**config.mk**
```make
export PLATFORM = sky130hd
export DESIGN_NAME = hdm_target_lookup
export DESIGN_NICKNAME = d
export VERILOG_FILES = /design/src/rtl/hdm_lookup_pkg.sv /design/src/rtl/hdm_dec_mux.sv /design/src/rtl/hdm_range_cmp.sv /design/src/rtl/hdm_port_pick.sv /design/src/rtl/hdm_target_lookup.sv
export SDC_FILE = /design/constraint.sdc
export NUM_CORES = 1
export LEC_CHECK = 0
export ABC_AREA = 1
export BUFFER_PORTS_ARGS = -buffer_cell sky130_fd_sc_hd__clkbuf_2
export CORE_AREA = 2 2 383 385
export DETAILED_ROUTE_END_ITERATION = 8
export DIE_AREA = 0 0 385 387
export PLACE_DENSITY = 0.3
export SLEW_MARGIN = 20
export SYNTH_ARGS = -nofsm -noshare
export SYNTH_HDL_FRONTEND = slang
export SYNTH_SLANG_ARGS = --single-unit
```
**constraint.sdc**
```tcl
create_clock -name clk -period 7.2 [get_ports clk]
set_input_delay 1.44 -clock clk [delete_from_list [all_inputs] [get_ports clk]]
set_output_delay 1.44 -clock clk [all_outputs]
set_load 0.03 [all_outputs]
```
**src/rtl/hdm_lookup_pkg.sv**
```systemverilog
package hdm_lookup_pkg;

  localparam int unsigned WORD_W  = 32;
  localparam int unsigned HPA_W   = 64;
  localparam int unsigned ALIGN_W = 28;
  localparam int unsigned PORT_W  = 8;

  typedef struct packed {
    logic [HPA_W-1:0] base;
    logic [HPA_W-1:0] size;
    logic [3:0]       gran_code;
    logic [1:0]       ways_code;
    logic [HPA_W-1:0] tgt_list;
    logic             committed;
  } dec_view_t;

  function automatic logic [HPA_W-1:0] join_aligned(input logic [WORD_W-1:0] lo,
                                                    input logic [WORD_W-1:0] hi);
    return {hi, lo[WORD_W-1:ALIGN_W], {ALIGN_W{1'b0}}};
  endfunction

endpackage

```
**src/rtl/hdm_dec_mux.sv**
```systemverilog
module hdm_dec_mux
  import hdm_lookup_pkg::*;
#(
  parameter int unsigned NUM_DEC = 4,
  parameter int unsigned IDX_W   = 2
) (
  input  logic [IDX_W-1:0]          sel,
  input  logic [NUM_DEC*WORD_W-1:0] base_lo,
  input  logic [NUM_DEC*WORD_W-1:0] base_hi,
  input  logic [NUM_DEC*WORD_W-1:0] size_lo,
  input  logic [NUM_DEC*WORD_W-1:0] size_hi,
  input  logic [NUM_DEC*WORD_W-1:0] ctrl,
  input  logic [NUM_DEC*WORD_W-1:0] tgt_lo,
  input  logic [NUM_DEC*WORD_W-1:0] tgt_hi,
  input  logic [NUM_DEC-1:0]        committed,
  output dec_view_t                 view
);

  dec_view_t views [NUM_DEC];

  for (genvar g = 0; g < NUM_DEC; g++) begin : g_view
    always_comb begin
      views[g].base      = join_aligned(base_lo[g*WORD_W +: WORD_W], base_hi[g*WORD_W +: WORD_W]);
      views[g].size      = join_aligned(size_lo[g*WORD_W +: WORD_W], size_hi[g*WORD_W +: WORD_W]);
      views[g].gran_code = ctrl[g*WORD_W +: 4];
      views[g].ways_code = ctrl[g*WORD_W + 4 +: 2];
      views[g].tgt_list  = {tgt_hi[g*WORD_W +: WORD_W], tgt_lo[g*WORD_W +: WORD_W]};
      views[g].committed = committed[g];
    end
  end

  always_comb begin
    view = '0;
    for (int i = 0; i < NUM_DEC; i++) begin
      if (sel == IDX_W'(i)) view = views[i];
    end
  end

endmodule

```
**src/rtl/hdm_range_cmp.sv**
```systemverilog
module hdm_range_cmp
  import hdm_lookup_pkg::*;
(
  input  logic [HPA_W-1:0] addr,
  input  logic [HPA_W-1:0] base,
  input  logic [HPA_W-1:0] size,
  output logic             hit
);

  logic [HPA_W:0] addr_x;
  logic [HPA_W:0] lo_x;
  logic [HPA_W:0] end_x;

  always_comb begin
    addr_x = {1'b0, addr};
    lo_x   = {1'b0, base};
    end_x  = {1'b0, base} + {1'b0, size};
    hit    = (addr_x >= lo_x) && (addr_x < end_x);
  end

endmodule

```
**src/rtl/hdm_port_pick.sv**
```systemverilog
module hdm_port_pick
  import hdm_lookup_pkg::*;
(
  input  logic [HPA_W-1:0]  addr,
  input  logic [3:0]        gran_code,
  input  logic [1:0]        ways_code,
  input  logic [HPA_W-1:0]  tgt_list,
  output logic [PORT_W-1:0] port
);

  logic [4:0]       shift;
  logic [HPA_W-1:0] chunk;
  logic [2:0]       way_mask;
  logic [2:0]       tidx;

  always_comb begin
    shift    = 5'd8 + {1'b0, gran_code};
    chunk    = addr >> shift;
    way_mask = 3'((4'd1 << ways_code) - 4'd1);
    tidx     = chunk[2:0] & way_mask;
    port     = tgt_list[{tidx, 3'b000} +: PORT_W];
  end

endmodule

```
**src/rtl/hdm_target_lookup.sv**
```systemverilog
module hdm_target_lookup
  import hdm_lookup_pkg::*;
#(
  parameter int unsigned NUM_DEC = 4,
  localparam int unsigned IDX_W  = (NUM_DEC > 1) ? $clog2(NUM_DEC) : 1,
  localparam int unsigned CNT_W  = $clog2(NUM_DEC + 1)
) (
  input  logic                      clk,
  input  logic                      rst,
  input  logic                      start,
  input  logic [HPA_W-1:0]          addr,
  input  logic [CNT_W-1:0]          dec_count,
  input  logic [NUM_DEC*WORD_W-1:0] dec_base_lo,
  input  logic [NUM_DEC*WORD_W-1:0] dec_base_hi,
  input  logic [NUM_DEC*WORD_W-1:0] dec_size_lo,
  input  logic [NUM_DEC*WORD_W-1:0] dec_size_hi,
  input  logic [NUM_DEC*WORD_W-1:0] dec_ctrl,
  input  logic [NUM_DEC*WORD_W-1:0] dec_tgt_lo,
  input  logic [NUM_DEC*WORD_W-1:0] dec_tgt_hi,
  input  logic [NUM_DEC-1:0]        dec_committed,
  output logic                      done,
  output logic                      found,
  output logic [PORT_W-1:0]         port
);

  logic               busy_q;
  logic [IDX_W-1:0]   idx_q;
  logic [HPA_W-1:0]   addr_q;
  logic [CNT_W-1:0]   cnt_q;
  logic [CNT_W-1:0]   cnt_eff;
  logic               done_q;
  logic               found_q;
  logic [PORT_W-1:0]  port_q;

  dec_view_t          cur;
  logic               hit;
  logic [PORT_W-1:0]  pick;
  logic               none_left;
  logic               last_one;

  assign cnt_eff = (32'(dec_count) > NUM_DEC) ? CNT_W'(NUM_DEC) : dec_count;

  hdm_dec_mux #(.NUM_DEC(NUM_DEC), .IDX_W(IDX_W)) u_mux (
    .sel       (idx_q),
    .base_lo   (dec_base_lo),
    .base_hi   (dec_base_hi),
    .size_lo   (dec_size_lo),
    .size_hi   (dec_size_hi),
    .ctrl      (dec_ctrl),
    .tgt_lo    (dec_tgt_lo),
    .tgt_hi    (dec_tgt_hi),
    .committed (dec_committed),
    .view      (cur)
  );

  hdm_range_cmp u_cmp (
    .addr (addr_q),
    .base (cur.base),
    .size (cur.size),
    .hit  (hit)
  );

  hdm_port_pick u_pick (
    .addr      (addr_q),
    .gran_code (cur.gran_code),
    .ways_code (cur.ways_code),
    .tgt_list  (cur.tgt_list),
    .port      (pick)
  );

  assign none_left = (32'(idx_q) >= 32'(cnt_q));
  assign last_one  = ((32'(idx_q) + 32'd1) == 32'(cnt_q));

  always_ff @(posedge clk) begin
    if (rst) begin
      busy_q  <= 1'b0;
      idx_q   <= '0;
      addr_q  <= '0;
      cnt_q   <= '0;
      done_q  <= 1'b0;
      found_q <= 1'b0;
      port_q  <= '0;
    end else begin
      done_q <= 1'b0;
      if (!busy_q) begin
        if (start) begin
          busy_q <= 1'b1;
          idx_q  <= '0;
          addr_q <= addr;
          cnt_q  <= cnt_eff;
        end
      end else if (none_left) begin
        busy_q  <= 1'b0;
        done_q  <= 1'b1;
        found_q <= 1'b0;
        port_q  <= '0;
      end else if (hit) begin
        busy_q  <= 1'b0;
        done_q  <= 1'b1;
        found_q <= cur.committed;
        port_q  <= cur.committed ? pick : '0;
      end else if (last_one) begin
        busy_q  <= 1'b0;
        done_q  <= 1'b1;
        found_q <= 1'b0;
        port_q  <= '0;
      end else begin
        idx_q <= idx_q + 1'b1;
      end
    end
  end

  assign done  = done_q;
  assign found = found_q;
  assign port  = port_q;

  AST_DONE_ONE_CYCLE: assert property (@(posedge clk) disable iff (rst)
    done_q |=> !done_q);

  AST_MISS_PORT_ZERO: assert property (@(posedge clk) disable iff (rst)
    (done_q && !found_q) |-> (port_q == '0));

  AST_RESULT_HELD: assert property (@(posedge clk) disable iff (rst)
    !done_q |-> ($stable(found_q) && $stable(port_q)));

  AST_BUSY_START_IGNORED: assert property (@(posedge clk) disable iff (rst)
    (busy_q && start) |=> ($stable(addr_q) && $stable(cnt_q)));

  AST_IDX_IN_COUNT: assert property (@(posedge clk) disable iff (rst)
    busy_q |-> ((32'(idx_q) < 32'(cnt_q)) || (cnt_q == '0)));

  AST_COUNT_CLAMPED: assert property (@(posedge clk) disable iff (rst)
    busy_q |-> (32'(cnt_q) <= NUM_DEC));

endmodule

```
==> out/results.tsv, run 1 <==
stage	metric	value	unit
run_status	status	finished, final reports clean	
placed_design	hpwl	86430	um
timing	worst_pin_slew	1.144	ns
floorplanning	core-area	0.1449	mm2
critical_path	path_common_cell	nand2_1	
critical_path	reg2reg_from	idx_q[0]	
synth	ys_seq_elements	80	
critical_path	crit_fanout	9	
timing	max_clock_freq	0.1523	GHz
cts	postCtsSetupBuffers	0	
floorplanning	start_util	8.051	%
critical_path	critPathSlowestCell	fa_1	
timing	setup_slack	0.6334	ns
synth	synthArstFlopShare	0	%
power	p_per_area	149.2	mW/mm2
drt	routed_wl	98810	um
floorplanning	die_y	387	um
drt	drc_errors	0	
critical_path	crit_required	7.55	ns
critical_path	cp-startpoint	idx_q[0]	
cts	cts_tree	yes	
flow_run	cap_violations	0	
synth	synth_edf_count	0	
timing	setup_viol	0	
synth	synthesis.instances	1928	
cts	clkTransAtPathRegs	0.09	ns
cts	insertion_delay	0.43	ns
global_routing	overflow	0	
global_routing	grt_first_pass_wirelength	132400	um
global_routing	grt_pass1_vias	16570	
placed_design	port_buffers	651	
worst_hold_path	hold_start	addr_q[0]	
timing	finalClockSkew	0.02049	ns
global_routing	grt_max_degree	84	
placed_design	dp_slack	0.2387	ns
layout	final_util	12.24	%
worst_hold_path	min_path_type	reg2reg	
placed_design	globalplace.congestion	0.8184	
drt	wl_met2	50310	um
critical_path	cp_data_arrival_time	6.91	ns
timing	slew_viol_final	0	
timing	hold_ws	0.4543	ns
cts	cts-buffers-inserted	9	
synth	synth_nets	3012	
critical_path	setup.worst_path.class	reg2reg	
timing	hold_viol_final	0	
floorplanning	row_count	140	
drt	ant_nets	0	
timing	min_period_over_period	91.20	%
power	fin_total_pwr	2645	uW
synth	synthFlopType	dfxtp_1	
drt	wl_met1	40110	um
floorplanning	dieArea	0.1490	mm2
synth	ys_seq_area_share	13.73	%
layout	drive_gt1_share	30.23	%
drt	wire_per_inst	22.18	um
floorplanning	io_pins	980	
cts	cts_max_path_buffers	2	
timing	rsz0062_at_grt	no	
global_routing	antenna_found_initial	69	
layout	area_growth	52.03	%
drt	top_layer	met5	
synth	synth.distinct_cells	50	
global_routing	grtUsageTotal	12.97	%
critical_path	cp-start-kind	register	
timing	fin_tns_setup	0	ns
layout	fillers	17240	
timing	relSlewSlack	22.95	%
drt	via_count	16070	
power	p_leak	0.008369	uW
drt	detail_route.vias_per_cell	3.608	
drt	drt_first_pass_iters	5	
floorplanning	die_w	385	um
critical_path	cp_slowest_stage_delay	0.43	ns
drt	wl_met3	5394	um
synth	syn_area	0.01166	mm2
power	ir_drop	78.31	uV
timing	period_needed	6.567	ns
cts	cts-root-buf	clkbuf_16	
drt	first_iter_violations	606	
critical_path	cp-end-kind	register	
synth	avgSynthCellArea	6.049	um2
synth	ys_warn_count	0	
cts	cts_sinks	80	
cts	cts-htree-levels	3	
layout	final_nets	3603	
[cell usage in the layout, fill, tap and decap left out, types with 3 or more instances in the layout]
cell	Yosys	routed
a221oi_1	14	14
a21boi_0	3	3
xor2_1	16	16
nand3_2	5	5
nand3_1	103	103
o21bai_1	3	3
a22oi_1	100	98
diode_2	0	14
xnor2_1	17	17
buf_4	5	56
inv_6	0	3
o211ai_1	31	31
clkbuf_16	0	9
a211oi_1	6	6
a21o_1	4	4
buf_12	0	7
a22o_1	29	29
a22oi_2	1	3
nand2_2	2	4
nand4_1	47	47
inv_1	87	86
mux2i_1	9	9
ha_4	0	3
nor3_1	9	9
dfxtp_1	80	80
o21ai_0	197	193
a21oi_1	170	170
ha_1	113	110
nand2_1	365	363
inv_2	9	7
a31oi_1	34	34
o21ai_1	6	9
o21a_1	26	26
clkbuf_2	0	651
nor2_1	282	282
nor4_1	8	8
[stage by stage]
stage | instance area, um2 | std cells
finish | 17730 | 4455
global route | 17710 | 4446
CTS | 17690 | 4441
detailed placement | 17380 | 4425
global placement | 17380 | 4425
floorplan | 11660 | 1928
[synthesized netlist by cell type (16+ instances only)]
cell type	count	area, um2
nand4_1	47	294.0
a21oi_1	170	850.8
ha_1	113	1414
buf_1	23	86.33
nand2_1	365	1370
inv_1	87	326.6
o21ai_0	197	986.0
o21a_1	26	195.2
o211ai_1	31	232.7
dfxtp_1	80	1602
a31oi_1	34	212.7
nor2_1	282	1059
xor2_1	16	140.1
nand3_1	103	515.5
a22o_1	29	254.0
xnor2_1	17	148.9
clkbuf_1	91	341.6
a22oi_1	100	750.7
[report_power, final]
part	switching [uW]	leakage, uW	internal (uW)
sequential	37.4	0.000661	475
clock	269	0.000143	281
combinational	977	0.00756	606
[area by class of cell]
type                    count  area (um2)  share of cell area [%]
diodes                     14       35.03                  0.1976
clock buffers              11       242.7                   1.369
repair buffers            714        3819                   21.54
multi-input cells        1618        9198                   51.87
clock inverters             5       62.56                  0.3528
inverters                  96       374.1                   2.110
well taps                1917        2399                   13.53
flip-flops and latches     80        1602                   9.033
[kinds of logic after synthesis]
kind of cell	count (synthesis)	share of synthesized area, %
and+or+nand+nor	830	29.85
AOI/OAI and AO/OA	632	32.99
buffers and inverters	230	7.885
adders and majority gates	114	12.29
DFF	80	13.73
xor gates and xnor gates	33	2.478
muxes	9	0.7725
[state kept, by name, summed over array words and instances (netlist names)]
name    flops
addr_q     64
port        8
cnt_q       3
idx_q       2
busy_q      1
done        1
found       1
[routing by layer]
metal  up-vias  track usage [%]
met5         -                0
met4        10            4.006
met3       145            2.731
met2       630            23.98
met1      7278            14.66
li1       8011                -
[worst paths after layout]
kind | endpoint | slack [ns] | depth (start not counted)
max | port[2] | 0.63 | 35
min | addr_q[0] | 0.45 | 2
max reg2reg | port[2] | 0.63 | 35
min reg2reg | addr_q[0] | 0.45 | 2
[what timing repair did]
action,in CTS,in global routing
setup endpoints to repair,0,9
hold buffers,0,0
resized for setup,0,3
[critical path, delay by kind of cell, from the launching register on]
kind / cells / cell delay (ns)
AND/OR/NAND/NOR: 11 / 1.37
flip-flops: 1 / 0.38
AO/OA/AOI/OAI: 12 / 2.21
adder cells (fa/ha/maj): 4 / 1.23
buffers and inverters: 8 / 1.24
No activity file was read; power rests on OpenSTA's default activity.
==> run 2: changes to the inputs <==
BUFFER_PORTS_ARGS = -buffer_cell sky130_fd_sc_hd__buf_4   (was -buffer_cell sky130_fd_sc_hd__clkbuf_2)
==> out/results.tsv, run 2 (synthesis results as in run 1) <==
stage	metric	value	unit	change
cts	cts-root-buf	clkbuf_16		
floorplanning	core-area	0.1449	mm2	unchanged
global_routing	use_met2	24.04	%	+0.062 points
floorplanning	io_pins	980		unchanged
critical_path	crit_required	7.54	ns	about the same
critical_path	setup.worst_path.class	reg2reg		
cts	insertion_delay	0.42	ns	about the same
drt	wire_per_inst	22.65	um	+2.1%
global_routing	antenna_found_initial	55		-20%
placed_design	globalplace.congestion	0.7789		-4.8%
critical_path	cp-start-kind	register		
timing	setup_slack	0.6758	ns	+0.04231 ns
placed_design	dp_slack	0.1885	ns	-0.05014 ns
power	p_switching	1279	uW	-0.35%
layout	largest_reg_flops	64		unchanged
critical_path	critPathSlowestCell	fa_1		
global_routing	overflow	0		unchanged
power	ir_drop	97.82	uV	+25%
timing	setup_viol	0		unchanged
power	p_leak	0.008777	uW	+4.9%
critical_path	path_common_cell	nand2_1		
floorplanning	start_util	8.051	%	unchanged
timing	hold_ws	0.4560	ns	+0.001735 ns
timing	hold_viol_final	0		unchanged
cts	cts-htree-levels	3		unchanged
power	p_clk_share	19.8	%	-1.0 points
cts	cts-buffers-inserted	9		unchanged
layout	final_nets	3598		-0.14%
cts	cts_max_path_buffers	2		unchanged
drt	drt_first_pass_iters	5		unchanged
timing	relSlewSlack	22.92	%	-0.037 points
power	p_int	1456	uW	+7.0%
timing	min_period_over_period	90.61	%	-0.59 points
layout	layout_commonest_cell	buf_4		
global_routing	grt_first_pass_wirelength	134400	um	+1.5%
drt	ant_nets	0		unchanged
drt	first_iter_violations	744		+23%
critical_path	cp-end-kind	register		
cts	holdBufCountCts	0		unchanged
layout	area_growth	65.64	%	
power	combPwrFrac	61.5	%	+1.7 points
flow_run	cap_violations	0		unchanged
global_routing	grt_util_met1	15.28	%	+0.62 points
timing	fin_tns_setup	0	ns	unchanged
placed_design	hpwl	87120	um	+0.79%
global_routing	grt-busiest-layer	met2		
floorplanning	row_count	140		unchanged
drt	detail_route.vias_per_cell	3.617		+0.26%
timing	period_needed	6.524	ns	-0.04231 ns
run_status	status	finished, final reports clean		
global_routing	grtUsageTotal	13.14	%	+0.17 points
layout	mostFrequentLayoutCells	buf_4, nand2_1, nor2_1, o21ai_0, a21oi_1		
drt	routed_wl	100600	um	+1.8%
global_routing	grt_pass1_vias	16560		-0.036%
power	seq_power_share	18.7	%	-0.7 points
timing	finalClockSkew	0.01499	ns	-0.005493 ns
critical_path	cp_data_arrival_time	6.87	ns	-0.04 ns
critical_path	crit_fanout	9		unchanged
drt	via_count	16070		-0.037%
layout	regMostFlops	addr_q		
cts	cts_tree	yes		
global_routing	grt_use_met3	2.744	%	+0.013 points
layout	fillers	17080		-0.93%
floorplanning	dieArea	0.1490	mm2	unchanged
floorplanning	die_w	385	um	unchanged
timing	worst_pin_slew	1.144	ns	+0.0005436 ns
timing	rsz0062_at_grt	no		
power	p_per_area	141.6	mW/mm2	-5.1%
power	swShare	46.77	%	-1.8 points
critical_path	cp_slowest_stage_delay	0.42	ns	about the same
placed_design	port_buffers	651		unchanged
timing	max_clock_freq	0.1533	GHz	+0.65%
floorplanning	die_y	387	um	unchanged
layout	drive_gt1_share	30.01	%	-0.22 points
drt	drc_errors	0		unchanged
power	fin_total_pwr	2735	uW	+3.4%
cts	cts_sinks	80		unchanged
cts	postCtsSetupBuffers	0		unchanged
timing	slew_viol_final	0		unchanged
worst_hold_path	min_path_type	reg2reg		
global_routing	grt_max_degree	89		+6.0%
cts	clkTransAtPathRegs	0.08	ns	about the same
## run 2: cell count changes in the layout (fill, tap and decap cells not counted)
cell / change
buf_12: +2
a22oi_2: -2
buf_4: +644
clkbuf_2: -651
diode_2: -8
a22oi_1: +2
## run 2: cell type report
cell class	count	area, um2	share of cell area [%]
antenna	6	15.01	0.07773
sequential	80	1602	8.291
tap	1917	2399	12.42
multi-input combinational	1618	9188	47.56
clock inverter	5	62.56	0.3239
clock buffer	11	242.7	1.257
timing repair buffer	709	5435	28.14
inverter	96	374.1	1.937
## run 2: critical path, delay by kind of cell (launching register included)
| family | cells | cell delay [ns] |
|---|---|---|
| compound gates | 12 | 2.32 |
| simple gates | 11 | 1.37 |
| fa+ha+maj | 4 | 1.21 |
| buf+inv | 7 | 1.08 |
| flops | 1 | 0.38 |
## run 2: final timing paths
path / slack, ns / to / start / depth (start not counted)
worst max-delay path: 0.68 / port[2] / idx_q[0] / 34
worst min-delay path: 0.46 / addr_q[0] / addr_q[0] / 2
worst max register to register: 0.68 / port[2] / idx_q[0] / 34
worst min register to register: 0.46 / addr_q[0] / addr_q[0] / 2
## run 2: power by group through the flow
stage / Clock, uW / Sequential, uW / Combinational (uW)
floorplan: 0 / 506 / 917
global placement: 0 / 525 / 1730
detailed placement: 0 / 525 / 1730
CTS: 588 / 515 / 1730
global route: 593 / 518 / 1900
finish: 541 / 512 / 1680
## run 2: per-layer routing
metal,part of all wire (%),up-vias
met4,2.6,6
met3,5.7,110
met5,0.050,-
li1,-,7995
met2,51,607
met1,41,7350
## run 2: metrics by stage
step	instance area, um2	std cells	util [%]
global placement	18990	4420	13.11
detailed placement	19000	4420	13.11
floorplan	11660	1928	-
CTS	19300	4436	13.32
finish	19320	4442	13.33
global route	19310	4441	13.33
## run 2: repair_timing
action | 4_1_cts | 5_1_grt
gates resized for setup | 0 | 1
endpoints found under the setup margin | 0 | 9
endpoints found under the hold margin | 0 | 0
